<file path="src/rtl/coal_pkg.sv">
package coal_pkg;

   typedef enum logic {
      ST_IDLE = 1'b0,
      ST_RUN  = 1'b1
   } coal_state_e;

   typedef enum logic [1:0] {
      LEN_32  = 2'd0,
      LEN_64  = 2'd1,
      LEN_128 = 2'd2
   } txn_len_e;

   localparam int unsigned MIN_BLK_LG = 5;
   localparam int unsigned MAX_BLK_LG = 7;

   // log2 of the segment size for an access width code
   function automatic logic [2:0] seg_lg_of(input logic [1:0] sz);
      logic [2:0] r;
      case (sz)
         2'd0:    r = 3'd5;
         2'd1:    r = 3'd6;
         default: r = 3'd7;
      endcase
      return r;
   endfunction

   // offset mask inside a segment of the given log2 size
   function automatic logic [6:0] seg_off_mask(input logic [2:0] lg);
      logic [6:0] r;
      case (lg)
         3'd5:    r = 7'h1f;
         3'd6:    r = 7'h3f;
         default: r = 7'h7f;
      endcase
      return r;
   endfunction

endpackage

</file>
<file path="src/rtl/coal_lowest.sv">
module coal_lowest #(
   parameter int unsigned N  = 16,
   localparam int unsigned IW = (N > 1) ? $clog2(N) : 1
) (
   input  logic [N-1:0]  req,
   output logic [IW-1:0] idx,
   output logic          found
);
   always_comb begin
      found = 1'b0;
      idx   = '0;
      for (int i = N - 1; i >= 0; i--) begin
         if (req[i]) begin
            found = 1'b1;
            idx   = IW'(i);
         end
      end
   end
endmodule

</file>
<file path="src/rtl/coal_strict_check.sv">
module coal_strict_check
   import coal_pkg::*;
#(
   parameter int unsigned LANES  = 16,
   parameter int unsigned ADDR_W = 32,
   localparam int unsigned LW    = (LANES > 1) ? $clog2(LANES) : 1
) (
   input  logic [LANES-1:0]        mask,
   input  logic [LANES*ADDR_W-1:0] addr_flat,
   input  logic [1:0]              size,
   output logic                    pattern_ok
);
   logic [LW-1:0]     first;
   logic              any;
   logic [ADDR_W-1:0] fa;
   logic [2:0]        slg;
   logic [6:0]        omask;
   logic [LANES-1:0]  lane_ok;

   coal_lowest #(.N(LANES)) u_first (.req(mask), .idx(first), .found(any));

   assign fa    = addr_flat[first*ADDR_W +: ADDR_W];
   assign slg   = seg_lg_of(size);
   assign omask = seg_off_mask(slg);

   for (genvar k = 0; k < LANES; k++) begin : g_lane
      logic [ADDR_W-1:0] a;
      logic              same_seg;
      logic [6:0]        want;
      assign a = addr_flat[k*ADDR_W +: ADDR_W];
      always_comb begin
         case (slg)
            3'd5:    same_seg = (a[ADDR_W-1:5] == fa[ADDR_W-1:5]);
            3'd6:    same_seg = (a[ADDR_W-1:6] == fa[ADDR_W-1:6]);
            default: same_seg = (a[ADDR_W-1:7] == fa[ADDR_W-1:7]);
         endcase
      end
      assign want       = 7'(k) << size;
      assign lane_ok[k] = !mask[k] || (same_seg && ((a[6:0] & omask) == want));
   end

   assign pattern_ok = !any || (&lane_ok);
endmodule

</file>
<file path="src/rtl/coal_round.sv">
module coal_round
   import coal_pkg::*;
#(
   parameter int unsigned LANES  = 16,
   parameter int unsigned ADDR_W = 32,
   localparam int unsigned LW    = (LANES > 1) ? $clog2(LANES) : 1
) (
   input  logic [LANES-1:0]        pend,
   input  logic [LANES*ADDR_W-1:0] addr_flat,
   input  logic [1:0]              size,
   input  logic                    split,
   output logic                    any,
   output logic [LANES-1:0]        lanes,
   output logic [ADDR_W-1:0]       base,
   output txn_len_e                len
);
   logic [LW-1:0]     lead;
   logic [ADDR_W-1:0] la;
   logic [2:0]        slg;
   logic [LANES-1:0]  s5, s6, s7, in_seg, lead_oh;
   logic              all5, all6;

   coal_lowest #(.N(LANES)) u_lead (.req(pend), .idx(lead), .found(any));

   assign la      = addr_flat[lead*ADDR_W +: ADDR_W];
   assign slg     = seg_lg_of(size);
   assign lead_oh = {{(LANES-1){1'b0}}, 1'b1} << lead;

   for (genvar k = 0; k < LANES; k++) begin : g_cmp
      logic [ADDR_W-1:0] a;
      assign a     = addr_flat[k*ADDR_W +: ADDR_W];
      assign s5[k] = (a[ADDR_W-1:5] == la[ADDR_W-1:5]);
      assign s6[k] = (a[ADDR_W-1:6] == la[ADDR_W-1:6]);
      assign s7[k] = (a[ADDR_W-1:7] == la[ADDR_W-1:7]);
      always_comb begin
         case (slg)
            3'd5:    in_seg[k] = s5[k];
            3'd6:    in_seg[k] = s6[k];
            default: in_seg[k] = s7[k];
         endcase
      end
   end

   assign lanes = split ? lead_oh : (pend & in_seg);
   assign all5  = ((lanes & ~s5) == '0);
   assign all6  = ((lanes & ~s6) == '0);

   always_comb begin
      if (split || all5)   len = LEN_32;
      else if (all6)       len = LEN_64;
      else                 len = LEN_128;
   end

   always_comb begin
      case (len)
         LEN_32:  base = {la[ADDR_W-1:5], 5'b0};
         LEN_64:  base = {la[ADDR_W-1:6], 6'b0};
         default: base = {la[ADDR_W-1:7], 7'b0};
      endcase
   end
endmodule

</file>
<file path="src/rtl/lane_coalescer.sv">
module lane_coalescer
   import coal_pkg::*;
#(
   parameter int unsigned LANES     = 16,
   parameter int unsigned ADDR_W    = 32,
   parameter bit          STRICT_EN = 1'b1
) (
   input  logic                    clk,
   input  logic                    rst_n,
   input  logic                    in_valid,
   output logic                    in_ready,
   input  logic [LANES-1:0]        in_mask,
   input  logic [LANES*ADDR_W-1:0] in_addr,
   input  logic [1:0]              in_size,
   input  logic                    in_strict,
   output logic                    out_valid,
   input  logic                    out_ready,
   output logic [ADDR_W-1:0]       out_base,
   output logic [1:0]              out_len,
   output logic [LANES-1:0]        out_lanes,
   output logic                    done
);
   if (LANES < 2 || LANES > 16) begin : g_bad_lanes
      $error("lane_coalescer: LANES must lie in 2..16");
   end
   if (ADDR_W < 8) begin : g_bad_addr
      $error("lane_coalescer: ADDR_W must be at least 8");
   end

   coal_state_e             st;
   logic [LANES-1:0]        pend;
   logic [LANES*ADDR_W-1:0] addr_q;
   logic [1:0]              size_q;
   logic                    split_q;
   logic                    pat_ok;
   logic                    rnd_any;
   logic [LANES-1:0]        rnd_lanes;
   logic [ADDR_W-1:0]       rnd_base;
   txn_len_e                rnd_len;
   logic                    accept, xfer;

   if (STRICT_EN) begin : g_strict
      coal_strict_check #(.LANES(LANES), .ADDR_W(ADDR_W)) u_chk (
         .mask(in_mask), .addr_flat(in_addr), .size(in_size), .pattern_ok(pat_ok)
      );
   end else begin : g_no_strict
      assign pat_ok = 1'b1;
   end

   coal_round #(.LANES(LANES), .ADDR_W(ADDR_W)) u_round (
      .pend(pend), .addr_flat(addr_q), .size(size_q), .split(split_q),
      .any(rnd_any), .lanes(rnd_lanes), .base(rnd_base), .len(rnd_len)
   );

   assign in_ready  = (st == ST_IDLE);
   assign accept    = in_valid && in_ready;
   assign out_valid = (st == ST_RUN) && rnd_any;
   assign done      = (st == ST_RUN) && !rnd_any;
   assign xfer      = out_valid && out_ready;
   assign out_base  = rnd_base;
   assign out_len   = rnd_len;
   assign out_lanes = rnd_lanes;

   always_ff @(posedge clk) begin
      if (!rst_n) begin
         st      <= ST_IDLE;
         pend    <= '0;
         addr_q  <= '0;
         size_q  <= '0;
         split_q <= 1'b0;
      end else begin
         case (st)
            ST_IDLE: if (accept) begin
               st      <= ST_RUN;
               pend    <= in_mask;
               addr_q  <= in_addr;
               size_q  <= in_size;
               split_q <= in_strict && !pat_ok;
            end
            default: begin
               if (xfer) pend <= pend & ~rnd_lanes;
               if (done) st   <= ST_IDLE;
            end
         endcase
      end
   end

   logic [LANES-1:0]  low_bit;
   logic [ADDR_W-1:0] align_mask;
   assign low_bit    = pend & (~pend + 1'b1);
   assign align_mask = (out_len == 2'd0) ? ADDR_W'(32'h1f) :
                       (out_len == 2'd1) ? ADDR_W'(32'h3f) : ADDR_W'(32'h7f);

   AST_LEAD_SERVED: assert property (@(posedge clk) disable iff (!rst_n)
      out_valid |-> ((out_lanes & low_bit) != '0));
   AST_LANES_PENDING: assert property (@(posedge clk) disable iff (!rst_n)
      out_valid |-> ((out_lanes & ~pend) == '0));
   AST_BASE_ALIGNED: assert property (@(posedge clk) disable iff (!rst_n)
      out_valid |-> ((out_base & align_mask) == '0));
   AST_LEN_LEGAL: assert property (@(posedge clk) disable iff (!rst_n)
      out_valid |-> (out_len != 2'd3));
   AST_STALL_HOLD: assert property (@(posedge clk) disable iff (!rst_n)
      (out_valid && !out_ready) |=> (out_valid && $stable(out_lanes) && $stable(out_base) && $stable(out_len)));
   AST_DONE_PULSE: assert property (@(posedge clk) disable iff (!rst_n)
      done |=> !done);
   AST_DONE_ON_DRAIN: assert property (@(posedge clk) disable iff (!rst_n)
      $fell(out_valid) |-> done);
   AST_BUSY_NOT_READY: assert property (@(posedge clk) disable iff (!rst_n)
      accept |=> !in_ready);
   AST_SPLIT_SINGLE: assert property (@(posedge clk) disable iff (!rst_n)
      (split_q && out_valid) |-> ($onehot(out_lanes) && out_len == 2'd0));
endmodule

</file>
<file path="config.mk">
export PLATFORM = sky130hd
export DESIGN_NAME = lane_coalescer
export DESIGN_NICKNAME = d
export VERILOG_FILES = /design/src/rtl/coal_pkg.sv /design/src/rtl/coal_lowest.sv /design/src/rtl/coal_strict_check.sv /design/src/rtl/coal_round.sv /design/src/rtl/lane_coalescer.sv
export SDC_FILE = /design/constraint.sdc
export NUM_CORES = 2
export LEC_CHECK = 0
export BUFFER_PORTS_ARGS = -buffer_cell sky130_fd_sc_hd__clkbuf_2
export CAP_MARGIN = 30
export CORE_MARGIN = 4
export CORE_UTILIZATION = 61
export CTS_BUF_LIST = sky130_fd_sc_hd__clkbuf_4 sky130_fd_sc_hd__clkbuf_8
export CTS_CLUSTER_DIAMETER = 120
export DETAILED_ROUTE_END_ITERATION = 6
export PLACE_DENSITY_LB_ADDON = 0.3
export RECOVER_POWER = 25
export SLEW_MARGIN = 15
export SYNTH_ARGS = -nofsm -noshare
export SYNTH_HDL_FRONTEND = slang
export SYNTH_HIERARCHICAL = 1
export SYNTH_SLANG_ARGS = --single-unit
</file>
<file path="constraint.sdc">
create_clock -name clk -period 7.15 [get_ports clk]
set_input_delay 1.0725 -clock clk [delete_from_list [all_inputs] [get_ports clk]]
set_output_delay 1.0725 -clock clk [all_outputs]
set_load 0.02 [all_outputs]
</file>
==> metrics.txt, run 1 <==
status=stopped before the end; Stop stage=global routing (5_1_grt); stop err=[ERROR GRT-0116] Global routing finished with congestion. Check the congestion regions in the DRC Viewer.; I/O Buffers=a little under 600; total global routing overflow=~140; root buffer cell=clkbuf_8; IO Pins=588; routability congestion estimate=between 1.5 and 2; HPWL Detailed=about 220 mm; Cells after DPL=~6,600; initial core utilization=between 60% and 70%; synthesized area=between 0.04 and 0.05 sq mm; first-pass GRT wire length=roughly 410 mm; Hold Buf Count CTS=0; H-tree level count=3; cts bufs inserted=~80; Area after DPL=between 0.04 and 0.05 sq mm; Syn Inst Count=between 5,000 and 6,000; clock buffer depth=3; yosys synthesis warning count=6; vias in the first global route=about 52,000; # rows=between 90 and 100; Die Y=approximately 270 um; Die X=between 200 and 300 um; Syn Area/Cell=8.03 sq um; Total GRT Usage=77.5%; largest net degree at the start of global routing=258
metrics by stage:
stage          hold WS [ps]  worst slack (ps)
4_1_cts                 485              9.00
3_5_place_dp            476               314
3_3_place_gp            471               346
2_1_floorplan           440              1730
what timing repair did:
action | CTS
endpoints found under the setup margin | 7
hold endpoints to repair | 0
resized for setup | 11
buffers inserted | 2
cloned | 0
pin swaps | 2
per-layer routing:
metal | GRT overflow | global-route usage, %
met5 | 0 | 51.9
met1 | 4 | 76.1
met4 | 62 | 73.0
met2 | 68 | 88.7
met3 | 3 | 71.2
==> run 2, diff against run 1 <==
Settings changed: CORE_UTILIZATION 61 to 40, CTS_BUF_LIST sky130_fd_sc_hd__clkbuf_4 sky130_fd_sc_hd__clkbuf_8 to not set, CTS_CLUSTER_DIAMETER 120 to not set, PLACE_DENSITY_LB_ADDON 0.3 to 0.15.
==> run 2 against run 1 <==
Against the previous run:
- the flow now finishes, with violations (design-rule violations, max-capacitance violations, max-slew violations, negative setup slack)
- synthesized cell count unchanged
- area after synthesis unchanged
==> metrics.txt, run 2 <==
Slew Limit Fails=approximately 190; core area=~0.11 sq mm; leading registers by flop count=addr_q x432, pend x16, size_q x2; drt first pass iters=7; Pwr Total=between 0.015 and 0.02 W; Peak VDD IR=between 0.0003 and 0.0004 V; final wirelength=between 300 and 400 mm; Largest register FFs=approximately 430; CP Capture Type=output port; clock buffer depth=3 (unchanged); status=finished with violations (was stopped before the end); total of fill cells in the finished design=10,400; Total GRT Usage=roughly three fifths; # clock sinks=roughly 450; HPWL Detailed=284 mm (was 219 mm); Syn Inst Count=5,284 (unchanged); area grow syn2layout=18.9%; Tcrit/Tclk final=103%; final worst path period need=7360 ps; Pwr Density=about 320 mW/mm^2; Biggest register=addr_q; synthesized area=0.0424 sq mm (unchanged); Endpoint, Worst Hold=addr_q[124]; most frequent cells in the layout=nand2_1 (988), clkbuf_2 (581), xnor2_1 (553); initial antenna violation count=49; # rows=119 (was 96); crit path kind=flip-flop to output port; startpoint type of the worst setup path=flip-flop; Die Y=334 um (was 272 um); CP required=roughly 6100 ps; via count=around 53,000; Final TNS setup=-746 ps; Syn Area/Cell=8.03 sq um (unchanged); largest net degree at the start of global routing=246; r2r setup slk=1720 ps; min-delay src=addr_q[124]; first-pass GRT wire length=between 400 and 500 mm; Avg WL per Cell=46.9 um; Slowest-stage cell, CP=nor4bb_1; routability congestion estimate=1.20 (was 1.54); cts bufs inserted=50 (was 78); Worst R2R Start=pend[14]; MaxCap Viol Count=4; Worst EP arrival=6290 ps; vias per cell=approximately 7.2; die area=approximately 0.11 sq mm; root buffer cell=clkbuf_16 (was clkbuf_8); Final Hold Vio Count=0; vias in the first global route=~47,000; crit-path cells=nor2_1, nor3_1, o31ai_2, a31oi_4, buf_12, buf_16, buf_4, mux2i_1, a22oi_1, nand3_1, nand3_1, nor4bb_1, nand4_1, nor4_4, buf_4, a32oi_1, nand4_1, o41a_1, nor3_1, clkbuf_2; number of remaining DRC errors=54; final antenna-violating net count=0; clock slew at reported path FFs=around 70 ps; clk_lat worst skew=between 600 and 700 ps; Final setup viols=4; layout cell share with drive strength beyond 1=around 22%; Worst Reg2Reg Path Length in Cells=20; I/O Buffers=582 (unchanged); CP delay by family, top=simple AND/OR/NAND/NOR gates; reg2reg end=pend[7]; worst hold-check path type=flip-flop to flip-flop; total global routing overflow=0; CP max FO=34; final core utilization=47.9%; final worst slack=-213 ps; leakage power=around 20 nW; hold depth=2; Iter 0 DRT Violations=roughly 11,000; IO Pins=588 (unchanged); violated checks=design-rule violations, max-capacitance violations, max-slew violations, negative setup slack; Critical Path Max Stage Delay=740 ps; worst-margin pin slew=~3600 ps; Hold Buf Count CTS=0 (unchanged); Slew headroom=-142%; CTS tree=done; Die X=334 um (was 272 um); H-tree level count=2 (was 3); Critical path buffers and inverters=5; Clock Skew=approximately 86 ps; nets=roughly 6,400; initial core utilization=40.3% (was 61.7%); yosys synthesis warning count=6 (unchanged); Peak Freq=~140 MHz; unrepaired setup endpoints after global routing=true; commonest non-fill, non-tap cell in the layout=nand2_1
==> run 2: routing by layer <==
metal / vias up / global-route usage [%] / part of all wire [%]
met2: 5733 / 74.7 / 36
li1: 20100 / - / -
met1: 25500 / 70.9 / 36
met3: 1521 / 34.2 / 18
met4: 32 / 45.0 / 11
met5: - / 1.53 / 0.20
==> run 2: stage by stage <==
| step | hold slack (ps) | std cells | setup slack [ps] | cell area (sq um) |
|---|---|---|---|---|
| floorplan | 440 | 5288 | 1730 | 42400 |
| global placement | 469 | 7229 | -747 | 48200 |
| detailed placement | 478 | 7232 | 264 | 48300 |
| CTS | 487 | 7328 | 11.8 | 50100 |
| global route | 507 | 7335 | -7.74 | 50300 |
| finish | 484 | 7362 | -213 | 50400 |
==> run 2: how the worst max path moves through the flow <==
stage	start	end	slack, ps	cells past startpoint
4_1_cts	pend[5]	out_len[0]	10	20
6_report	pend[14]	out_len[0]	-210	20
3_3_place_gp	in_mask[14]	split_q	-750	18
2_1_floorplan	in_mask[14]	split_q	1730	23
5_1_grt	pend[10]	out_len[1]	-8	18
3_5_place_dp	in_mask[13]	split_q	260	19
==> run 2: report_power, final <==
group,internal [W],switching [W],total (W)
clock,0.00154,0.00122,0.00276
combinational,0.00331,0.00673,0.0100
sequential,0.00268,0.000466,0.00315
==> run 2: worst reg2reg max path, delay by kind of cell, from the launching register on <==
kind            cells  cell delay [ps]
simple gates        8             1800
xor+xnor            1              200
mux                 1              410
buf+inv             4             1100
flops               1              470
compound gates      6             1330
==> run 2: timing repair <==
action	4_1_cts	5_1_grt
endpoints found under the setup margin	6	9
buffers inserted	2	6
cloned	1	0
pin swaps	1	5
gates resized for setup	14	45
==> run 2: final cells by class <==
| class | instances | area (sq um) | share of cell area [%] |
|---|---|---|---|
| inverters | 43 | 161 | 0.320 |
| clock inverters | 22 | 297 | 0.588 |
| repair buffers | 953 | 6140 | 12.2 |
| well taps | 1391 | 1740 | 3.45 |
| flip-flops and latches | 452 | 9050 | 18.0 |
| clock buffers | 71 | 1440 | 2.86 |
| multi-input cells | 4403 | 31500 | 62.5 |
| diodes | 27 | 67.6 | 0.134 |
Note: power is estimated with default switching activity, not from simulation.
